<file path="config.mk">
export PLATFORM = sky130hd
export DESIGN_NAME = dfm_token_matcher
export DESIGN_NICKNAME = d
export VERILOG_FILES = /design/src/rtl/dfm_pkg.sv /design/src/rtl/dfm_slot_alloc.sv /design/src/rtl/dfm_token_matcher.sv
export SDC_FILE = /design/constraint.sdc
export NUM_CORES = 2
export LEC_CHECK = 0
export CORE_ASPECT_RATIO = 0.5
export CORE_MARGIN = 1
export CORE_UTILIZATION = 26
export DETAILED_ROUTE_END_ITERATION = 10
export PLACE_DENSITY = 0.41
export SLEW_MARGIN = 30
export SYNTH_ARGS = -nofsm -noshare
export SYNTH_HDL_FRONTEND = slang
export SYNTH_SLANG_ARGS = --single-unit
</file>
<file path="constraint.sdc">
create_clock -name clk -period 4.41 [get_ports clk]
set_input_delay 1.323 -clock clk [delete_from_list [all_inputs] [get_ports clk]]
set_output_delay 1.323 -clock clk [all_outputs]
set_load 0.01 [all_outputs]
</file>
<file path="src/rtl/dfm_pkg.sv">
package dfm_pkg;
    typedef logic [1:0] gen_t;
    typedef enum logic { PORT_L = 1'b0, PORT_R = 1'b1 } port_e;
endpackage

</file>
<file path="src/rtl/dfm_slot_alloc.sv">
module dfm_slot_alloc
    import dfm_pkg::*;
#(
    parameter int SLOTS = 4,
    parameter int SW    = $clog2(SLOTS)
) (
    input  logic                       clk,
    input  logic                       rst_n,
    input  logic                       alloc_req,
    output logic                       alloc_grant,
    output logic [SW-1:0]              alloc_slot,
    input  logic                       free_req,
    input  logic [SW-1:0]              free_slot,
    output logic                       free_ok,
    output logic [SLOTS-1:0][1:0]      gen_o
);
    typedef struct packed {
        logic [SW:0]             bump;
        logic [SLOTS-1:0]        inuse;
        logic [SLOTS-1:0]        freed;
        logic [SLOTS-1:0][1:0]   gen;
    } alloc_st_t;

    alloc_st_t st_q, st_d;
    logic          pick_vld;
    logic [SW-1:0] pick;
    logic          bump_left;

    always_comb begin
        st_d      = st_q;
        bump_left = st_q.bump < (SW+1)'(SLOTS);
        pick_vld  = 1'b0;
        pick      = '0;
        if (bump_left) begin
            pick_vld = 1'b1;
            pick     = st_q.bump[SW-1:0];
        end else begin
            for (int s = SLOTS - 1; s >= 0; s--) begin
                if (st_q.freed[s]) begin
                    pick_vld = 1'b1;
                    pick     = SW'(s);
                end
            end
        end
        alloc_grant = alloc_req && pick_vld;
        alloc_slot  = pick;
        free_ok     = free_req && st_q.inuse[free_slot];
        if (alloc_grant) begin
            st_d.inuse[pick] = 1'b1;
            st_d.freed[pick] = 1'b0;
            if (bump_left) st_d.bump = st_q.bump + 1'b1;
        end
        if (free_ok) begin
            st_d.inuse[free_slot] = 1'b0;
            st_d.freed[free_slot] = 1'b1;
            st_d.gen[free_slot]   = st_q.gen[free_slot] + 2'd1;
        end
        gen_o = st_q.gen;
    end

    always_ff @(posedge clk) begin
        if (!rst_n) st_q <= '0;
        else        st_q <= st_d;
    end


    grant_unused_chk: assert property (@(posedge clk) disable iff (!rst_n)
        alloc_grant |-> !st_q.inuse[alloc_slot]);

    gen_step_chk: assert property (@(posedge clk) disable iff (!rst_n)
        free_ok |=> gen_o[$past(free_slot)] == $past(gen_o[free_slot]) + 2'd1);

    bump_range_chk: assert property (@(posedge clk) disable iff (!rst_n)
        st_q.bump <= (SW+1)'(SLOTS));
endmodule

</file>
<file path="src/rtl/dfm_token_matcher.sv">
module dfm_token_matcher
    import dfm_pkg::*;
#(
    parameter int SLOTS   = 4,
    parameter int ENTRIES = 16,
    parameter int DW      = 8,
    parameter int SW      = $clog2(SLOTS),
    parameter int EW      = $clog2(ENTRIES)
) (
    input  logic          clk,
    input  logic          rst_n,
    input  logic          in_valid,
    output logic          in_ready,
    input  logic [SW-1:0] in_slot,
    input  logic [EW-1:0] in_entry,
    input  logic [1:0]    in_gen,
    input  logic          in_port,
    input  logic [DW-1:0] in_data,
    input  logic          in_single,
    output logic          out_valid,
    input  logic          out_ready,
    output logic [DW-1:0] out_a,
    output logic [DW-1:0] out_b,
    output logic          out_single,
    output logic [SW-1:0] out_slot,
    output logic [EW-1:0] out_entry,
    input  logic          alloc_req,
    output logic          alloc_grant,
    output logic [SW-1:0] alloc_slot,
    output logic [1:0]    alloc_gen,
    input  logic          free_req,
    input  logic [SW-1:0] free_slot,
    output logic          stale_err,
    output logic [SW-1:0] stale_slot,
    output logic          proto_err
);
    localparam int N  = SLOTS * ENTRIES;
    localparam int IW = $clog2(N);

    typedef struct packed {
        logic [N-1:0]          occ;
        logic [N-1:0]          port;
        logic [N-1:0][DW-1:0]  data;
        logic                  ovalid;
        logic [DW-1:0]         oa;
        logic [DW-1:0]         ob;
        logic                  osingle;
        logic [SW-1:0]         oslot;
        logic [EW-1:0]         oentry;
        logic                  stale;
        logic [SW-1:0]         stale_id;
        logic                  proto;
    } match_st_t;

    match_st_t             st_q, st_d;
    logic                  free_ok;
    logic [SLOTS-1:0][1:0] gen_cur;
    logic                  accept;
    logic [IW-1:0]         idx;

    dfm_slot_alloc #(.SLOTS(SLOTS), .SW(SW)) i_alloc (
        .clk         (clk),
        .rst_n       (rst_n),
        .alloc_req   (alloc_req),
        .alloc_grant (alloc_grant),
        .alloc_slot  (alloc_slot),
        .free_req    (free_req),
        .free_slot   (free_slot),
        .free_ok     (free_ok),
        .gen_o       (gen_cur)
    );

    assign alloc_gen = gen_cur[alloc_slot];
    assign in_ready  = !st_q.ovalid || out_ready;

    always_comb begin
        st_d   = st_q;
        accept = in_valid && in_ready;
        idx    = IW'(int'(in_slot) * ENTRIES + int'(in_entry));
        if (out_ready) st_d.ovalid = 1'b0;
        if (accept) begin
            if (in_single) begin
                st_d.ovalid  = 1'b1;
                st_d.oa      = in_data;
                st_d.ob      = '0;
                st_d.osingle = 1'b1;
                st_d.oslot   = in_slot;
                st_d.oentry  = in_entry;
            end else if (in_gen != gen_cur[in_slot]) begin
                st_d.stale    = 1'b1;
                st_d.stale_id = in_slot;
            end else if (st_q.occ[idx]) begin
                if (st_q.port[idx] == in_port) begin
                    st_d.proto = 1'b1;
                end else begin
                    st_d.occ[idx] = 1'b0;
                    st_d.ovalid   = 1'b1;
                    st_d.osingle  = 1'b0;
                    st_d.oslot    = in_slot;
                    st_d.oentry   = in_entry;
                    st_d.oa       = (in_port == PORT_L) ? in_data : st_q.data[idx];
                    st_d.ob       = (in_port == PORT_L) ? st_q.data[idx] : in_data;
                end
            end else begin
                st_d.occ[idx]  = 1'b1;
                st_d.port[idx] = in_port;
                st_d.data[idx] = in_data;
            end
        end
        if (free_ok) begin
            for (int e = 0; e < ENTRIES; e++) begin
                st_d.occ[IW'(int'(free_slot) * ENTRIES + e)] = 1'b0;
            end
        end
    end

    always_ff @(posedge clk) begin
        if (!rst_n) st_q <= '0;
        else        st_q <= st_d;
    end

    assign out_valid  = st_q.ovalid;
    assign out_a      = st_q.oa;
    assign out_b      = st_q.ob;
    assign out_single = st_q.osingle;
    assign out_slot   = st_q.oslot;
    assign out_entry  = st_q.oentry;
    assign stale_err  = st_q.stale;
    assign stale_slot = st_q.stale_id;
    assign proto_err  = st_q.proto;


    hold_out_chk: assert property (@(posedge clk) disable iff (!rst_n)
        out_valid && !out_ready |=> out_valid && $stable(out_a) && $stable(out_b) && $stable(out_slot));

    single_pass_chk: assert property (@(posedge clk) disable iff (!rst_n)
        in_valid && in_ready && in_single |=> out_valid && out_single && out_a == $past(in_data) && out_b == '0);

    stale_sticky_chk: assert property (@(posedge clk) disable iff (!rst_n)
        stale_err |=> stale_err);

    proto_sticky_chk: assert property (@(posedge clk) disable iff (!rst_n)
        proto_err |=> proto_err);

    stale_silent_chk: assert property (@(posedge clk) disable iff (!rst_n)
        in_valid && in_ready && !in_single && in_gen != gen_cur[in_slot] && out_ready |=> !out_valid && stale_err);
endmodule

</file>
# Word level (Yosys, flattened, before mapping)
# Index checks and enable logic that the tools add are counted.
dict set report op_classes {
  bitwise_logic 44
  n_eq_ne 4
  n_reduce_logical 30
  magnitude_cmp 40
  addsub 18
  mux 89
}
# op count
set ops {}
lappend ops {{64-bit AND} 17}
lappend ops {{64-bit NOT} 16}
lappend ops {{668-bit 2-to-1 mux} 1}
lappend ops {{664-bit 2-to-1 mux} 1}
lappend ops {{640-bit 2-to-1 mux} 1}
lappend ops {{576-bit 2-to-1 mux} 1}
lappend ops {{512-bit bitwise mux} 1}
lappend ops {{64-bit 2-to-1 mux} 3}
lappend ops {{6-bit by 8-bit < comparator with 1-bit output (second input constant)} 16}
lappend ops {{6-bit by 1-bit greater-or-equal comparator with 1-bit output (second input constant)} 17}
lappend ops {{1-bit demux with 6-bit select} 16}
lappend ops {{24-bit 2-to-1 mux} 3}
lappend ops {{64-bit bitwise mux} 1}
lappend ops {{49-bit NOT with 64-bit output} 1}
lappend ops {{64-bit bitwise OR} 1}
lappend ops {{6-bit by 4-bit adder with 6-bit output (second input constant)} 8}
lappend ops {{8-bit binary-select mux with 6-bit select} 1}
lappend ops {{8-bit demux with 6-bit select} 1}
lappend ops {{8-bit 2-to-1 mux} 5}
lappend ops {{1-bit 2-to-1 mux} 31}
lappend ops {{6-bit by 3-bit adder with 6-bit output (second input constant)} 4}
lappend ops {{1-bit logical AND} 22}
lappend ops {{2-bit 2-to-1 mux} 9}
lappend ops {{16-bit 2-to-1 mux} 1}
lappend ops {{31 further kinds} 47}
dict set report word_totals {
  input_bits 26
  wordCells 307
  regBits 687
}

# Logic depth before layout (Yosys ltp)
dict set report logic_depth {
  ltp_word 29
  depth_mapped 17
}

# By module
# From an unflattened synthesis, not the netlist that was laid out.
dict set report hier_totals {
  hier_cells 3273
  hier_area_um2 32837.7
}
# module area_per_inst_um2 seq_area_each_um2 n_inst cells_each
set by_module_without_submodules {}
lappend by_module_without_submodules {dfm_token_matcher 31843.0 13372.8 1 3162}
lappend by_module_without_submodules {dfm_slot_alloc 994.7 380.4 1 111}

# Worst setup path before layout
# Ideal clock, no wire load.
dict set report synth_path {
  path_type {input to register}
  start {input in_entry[2]}
  end {register st_q, in the netlist out_b[2]}
  arrival_ns 4.067
  n_path_buf 9
  path_stages 15
  required_time_ns 4.293
  path_slack_ns 0.226
  cell_sequence {buf_6 -> buf_6 -> buf_8 -> buf_8 -> buf_4 -> buf_6 -> buf_2 -> buf_2 -> buf_4 -> mux4_2 -> a221oi_1 -> o22ai_1 -> nor4_1 -> o21ai_0 -> a32o_1}
}
dict set report synth_between {
  elab_chain_cells 8
  word_cells_on_any_way 16
  cone_classes {add/sub: 1; eq/ne: 2; mux: 11; reduce/logical: 2}
}
# item line
set synth_rtl {}
lappend synth_rtl {{start, declared} dfm_token_matcher.sv:15} ;# input logic [EW-1:0] in_entry,
lappend synth_rtl {{6-bit by 4-bit adder with 6-bit output (*)} dfm_token_matcher.sv:79} ;# idx = IW'(int'(in_slot) * ENTRIES + int'(in_entry));
lappend synth_rtl {{8-bit binary-select mux with 6-bit select} dfm_token_matcher.sv:102} ;# st_d.ob = (in_port == PORT_L) ? st_q.data[idx] : in_data;
lappend synth_rtl {{8-bit 2-to-1 mux (not written as such)} dfm_token_matcher.sv:102}
lappend synth_rtl {{8-bit 2-to-1 mux} dfm_token_matcher.sv:102}
lappend synth_rtl {{24-bit 2-to-1 mux} dfm_token_matcher.sv:93} ;# if (st_q.port[idx] == in_port) begin
lappend synth_rtl {{24-bit 2-to-1 mux} dfm_token_matcher.sv:92} ;# end else if (st_q.occ[idx]) begin
lappend synth_rtl {{664-bit 2-to-1 mux} dfm_token_matcher.sv:89} ;# end else if (in_gen != gen_cur[in_slot]) begin
lappend synth_rtl {{24-bit 2-to-1 mux} dfm_token_matcher.sv:82} ;# if (in_single) begin
lappend synth_rtl {{end signal, assigned} dfm_token_matcher.sv:119} ;# else st_q <= st_d;
lappend synth_rtl {{end, declared} dfm_token_matcher.sv:55} ;# match_st_t st_q, st_d;
# Mark *: on every way between the ends. The rest lies on a longest branch, timed or not. The select of a mux whose other input is x is not followed.
# A chain may end at the register's enable or synchronous reset.

# Final worst setup path
dict set report layout_path {
  start {input in_entry[1]}
  end {register st_q, in the netlist out_a[7]}
}
dict set report layout_between {
  elab_chain_cells 8
  word_cells_on_any_way 16
  cone_classes {add/sub: 1; eq/ne: 2; mux: 11; reduce/logical: 2}
}
# item line
set layout_rtl {}
lappend layout_rtl {{6-bit by 4-bit adder with 6-bit output (*)} dfm_token_matcher.sv:79}
lappend layout_rtl {{8-bit binary-select mux with 6-bit select} dfm_token_matcher.sv:101} ;# st_d.oa = (in_port == PORT_L) ? in_data : st_q.data[idx];
lappend layout_rtl {{8-bit 2-to-1 mux (not written as such)} dfm_token_matcher.sv:101}
lappend layout_rtl {{8-bit 2-to-1 mux} dfm_token_matcher.sv:101}
lappend layout_rtl {{24-bit 2-to-1 mux} dfm_token_matcher.sv:93}
lappend layout_rtl {{24-bit 2-to-1 mux} dfm_token_matcher.sv:92}
lappend layout_rtl {{664-bit 2-to-1 mux} dfm_token_matcher.sv:89}
lappend layout_rtl {{24-bit 2-to-1 mux} dfm_token_matcher.sv:82}
# Marks and branches as above.

==> reports/results.md <==
| Result | Value | Unit |
|:---|:---|:---|
| Largest net degree at the start of global routing | 241 | - |
| Half-perimeter wire length after placement | 100000 | um |
| Final WS setup | -32.8 | ps |
| First-pass GRT wire length | 210000 | um |
| TritonCTS clock tree | done | - |
| Top FF cell, synth | sky130_fd_sc_hd__dfxtp_1 | - |
| Total Wirelength | 145000 | um |
| CP Capture Type | flip-flop | - |
| Via count of the first global-routing pass | 29500 | - |
| Worst path max stage delay | 850 | ps |
| Clock tree root driver cell | sky130_fd_sc_hd__clkbuf_16 | - |
| Part of the cycle the worst path needs | 1.01 | - |
| Post-route ant nets | 0 | - |
| Sequential Area | 13800 | um2 |
| Warnings, synthesis | 0 | - |
| Initial Util | 0.263 | - |
| Number of synthesized flops with an enable pin | 0 | - |
| TNS Setup | -32.8 | ps |
| Initial antenna violation count | 4 | - |
| Initial detailed-routing violation count | 3160 | - |
| Cell type with the largest total area after synthesis | sky130_fd_sc_hd__dfxtp_1 | - |
| Leakage power summed over all cells | 14.2 | nW |
| Count of filler cells inserted in the layout | 13000 | - |
| Result of the run | finished, violations left | - |
| Clock latency of the later-clocked register in the worst-skew pair | 670 | ps |
| DRC | 0 | - |
| Clk sinks | 687 | - |
| Sequential area share after synthesis | 0.424 | - |
| Routability cong. | 0.895 | - |
| Buffer levels on the longest clock path | 3 | - |
| Count of standard-cell rows | 91 | - |
| Share of the synthesized area in the top cell type | 0.424 | - |
| Critical Path Source Type | input pin | - |
| Total core area | 123000 | um2 |
| # H-tree levels | 3 | - |
| Finish-stage setup viols | 1 | - |
| Final Net Count | 4154 | - |
| Area of combinational cells with multiple inputs | 17000 | um2 |
| Die outline area | 126000 | um2 |
| Vias after detailed routing | 30800 | - |
| Crit path kind | in2reg | - |
| Power per standard cell area | 342 | nW/um2 |
| Total routing usage reported by global routing | 0.225 | - |
| Critical-path cell list | buf_6, buf_4, buf_4, buf_4, mux2_2, a221o_1, a222oi_1, o22ai_1, nor4_4, buf_4, nor4_1, a21oi_1, a21oi_1 | - |
| Worst IR drop on VDD | 212 | uV |
| Area of the mapped netlist | 32400 | um2 |
| Number of buffers inserted by port buffering | 59 | - |
| Number of synthesized register bits | 687 | - |
| Total congestion overflow | 0 | - |
| Num ports | 60 | - |
| Total of max-cap violations | 0 | - |
| Violated checks | setup timing | - |
| Die extent in y | 252 | um |
| Cell mode on critical path | sky130_fd_sc_hd__buf_4 | - |
| Kind of cell adding the most delay to the critical path | compound AO/OA/AOI/OAI gates | - |
| Data arrival at the endpoint of the critical path | 4980 | ps |
| Number of antenna repair diodes | 0 | - |
| Fraction of layout instances using a drive strength above 1 | 0.191 | - |
| Required time at the worst-slack endpoint | 4950 | ps |
| Worst-margin pin slew | 1030 | ps |
| Synth cell types | 77 | - |
| Worst clock skew | 23.8 | ps |
| Dominant cell by count in the synthesized netlist | sky130_fd_sc_hd__nand2_1 | - |
| DP Area | 38500 | um2 |
| Number of setup buffers added after CTS | 0 | - |
| Worst slack at placement | -997 | ps |
| Length of the first detailed-routing pass in iterations | 6 | - |
| Average wire per cell in the routed design | 24.7 | um |
| Horiz. Die Dim | 501 | um |
| Growth of design area from synthesis to finish | 26.3 | % |
| Crit-path max FO | 15 | - |
| Finished Cell Area | 41000 | um2 |
| Setup repair after global routing missed its margin | no | - |
| Buffer and inverter count on the worst path | 5 | - |
| Worst-path cell with the longest stage delay | sky130_fd_sc_hd__a222oi_1 | - |
| Mean instance size in the synthesized netlist | 8.45 | um2 |
| Final hold violation count | 0 | - |
| Proportion of synthesized flip-flops having asynchronous set or reset | 0 | - |
| Min Clock Period, post-route | 4440 | ps |
| Net count of the mapped netlist | 3862 | - |
| Post-detailed-route via-to-cell ratio | 5.26 | - |
| Synthesized instance count | 3835 | - |
| Final slew viol count | 0 | - |
| Clock transition at the registers of the reported paths | 60 | ps |
| Timing-limited maximum frequency | 0.225 | GHz |
| Most frequent cells after synthesis | 752 x sky130_fd_sc_hd__nand2_1, 687 x sky130_fd_sc_hd__dfxtp_1, 509 x sky130_fd_sc_hd__nand3_1, 439 x sky130_fd_sc_hd__a21boi_0, 297 x sky130_fd_sc_hd__clkbuf_1 | - |
| Num CTS Buffers | 74 | - |
| Slew headroom | 0.313 | - |
| Worst hold path type | reg2reg | - |
| Most area-consuming cells after synthesis | sky130_fd_sc_hd__dfxtp_1 42%, sky130_fd_sc_hd__a21boi_0 10%, sky130_fd_sc_hd__nand2_1 8.7% | - |
[final cells by class]
cell class,instances,area share
Clock buffer,119,0.0559
Timing Repair Buffer,618,0.139
Sequential cell,687,0.336
Tap cell,1674,0.0511
Multi-Input combinational cell,2735,0.415
Inverter,11,0.00101
Clock inverter,13,0.00287
[worst min-delay path, delay by kind of cell, from the launching register on]
kind | cells | cell delay (ps)
AOI/OAI and AO/OA | 1 | 50
and+or+nand+nor | 1 | 50
DFF | 1 | 310
[report_power, final]
| part | switching (mW) | internal [mW] | total (mW) |
|---|---|---|---|
| Sequential | 0.0142 | 6.22 | 6.24 |
| Combinational | 0.867 | 0.467 | 1.33 |
| Clock | 2.77 | 3.67 | 6.43 |
| Total | 3.65 | 10.4 | 14.0 |
[what timing repair did]
item	in CTS	in global routing
endpoints found under the setup margin	4	4
gates resized for setup	4	2
pin swaps	2	2
hold buffers	0	0
[placed cells by master (no fill, tap or decap), drive strengths merged, types with 12 or more instances in the layout]
| master | instances |
|---|---|
| mux2 | 53 |
| buf | 572 |
| a31oi | 18 |
| o21ai | 92 |
| nor2b | 33 |
| o22ai | 37 |
| a21oi | 81 |
| mux2i | 135 |
| nor4 | 12 |
| a22oi | 61 |
| dfxtp | 687 |
| o211ai | 28 |
| nor3 | 18 |
| a21boi | 595 |
| mux4 | 12 |
| a221oi | 31 |
| nand3 | 510 |
| clkbuf | 119 |
| nand2 | 759 |
| clkdlybuf4s50 | 46 |
| o41ai | 32 |
| nor2 | 59 |
| a222oi | 22 |
| a221o | 34 |
| clkinv | 12 |
[cells by family after synthesis]
logic type / synth area share
flip-flops: 0.424
multiplexers: 0.0687
AO/OA/AOI/OAI: 0.247
buffers and inverters: 0.0559
adder cells (fa/ha/maj): 0.000386
XOR/XNOR: 0.00108
AND/OR/NAND/NOR: 0.203
[through the flow]
| stage | utilization | hold WS (ps) | std cells | total power [mW] |
|---|---|---|---|---|
| floorplan | - | 432 | 3835 | 6.99 |
| global placement | 0.312 | 438 | 5723 | 7.69 |
| detailed placement | 0.312 | 444 | 5723 | 7.69 |
| CTS | 0.331 | 453 | 5855 | 14.1 |
| global route | 0.332 | 471 | 5857 | 14.4 |
| finish | 0.332 | 452 | 5857 | 14.0 |
[path summary, 6_finish.rpt]
kind                                           start               endpoint  slack (ps)  cells after the start
worst min-delay path                       flip-flop              flip-flop         450                      2
worst min register to register             flip-flop              flip-flop         450                      2
worst max register to register  st_q[642]$_SDFF_PN0_              flip-flop        1050                     11
worst max-delay path                     in_entry[1]  out_a[7]$_SDFFE_PN0P_         -30                     13
[routing by layer]
metal  GRT usage  share of wire
met4      0.0467          0.017
met5           0              0
met3      0.0329          0.063
met2       0.340           0.43
met1       0.333           0.49
No activity file was read; power rests on OpenSTA's default activity.
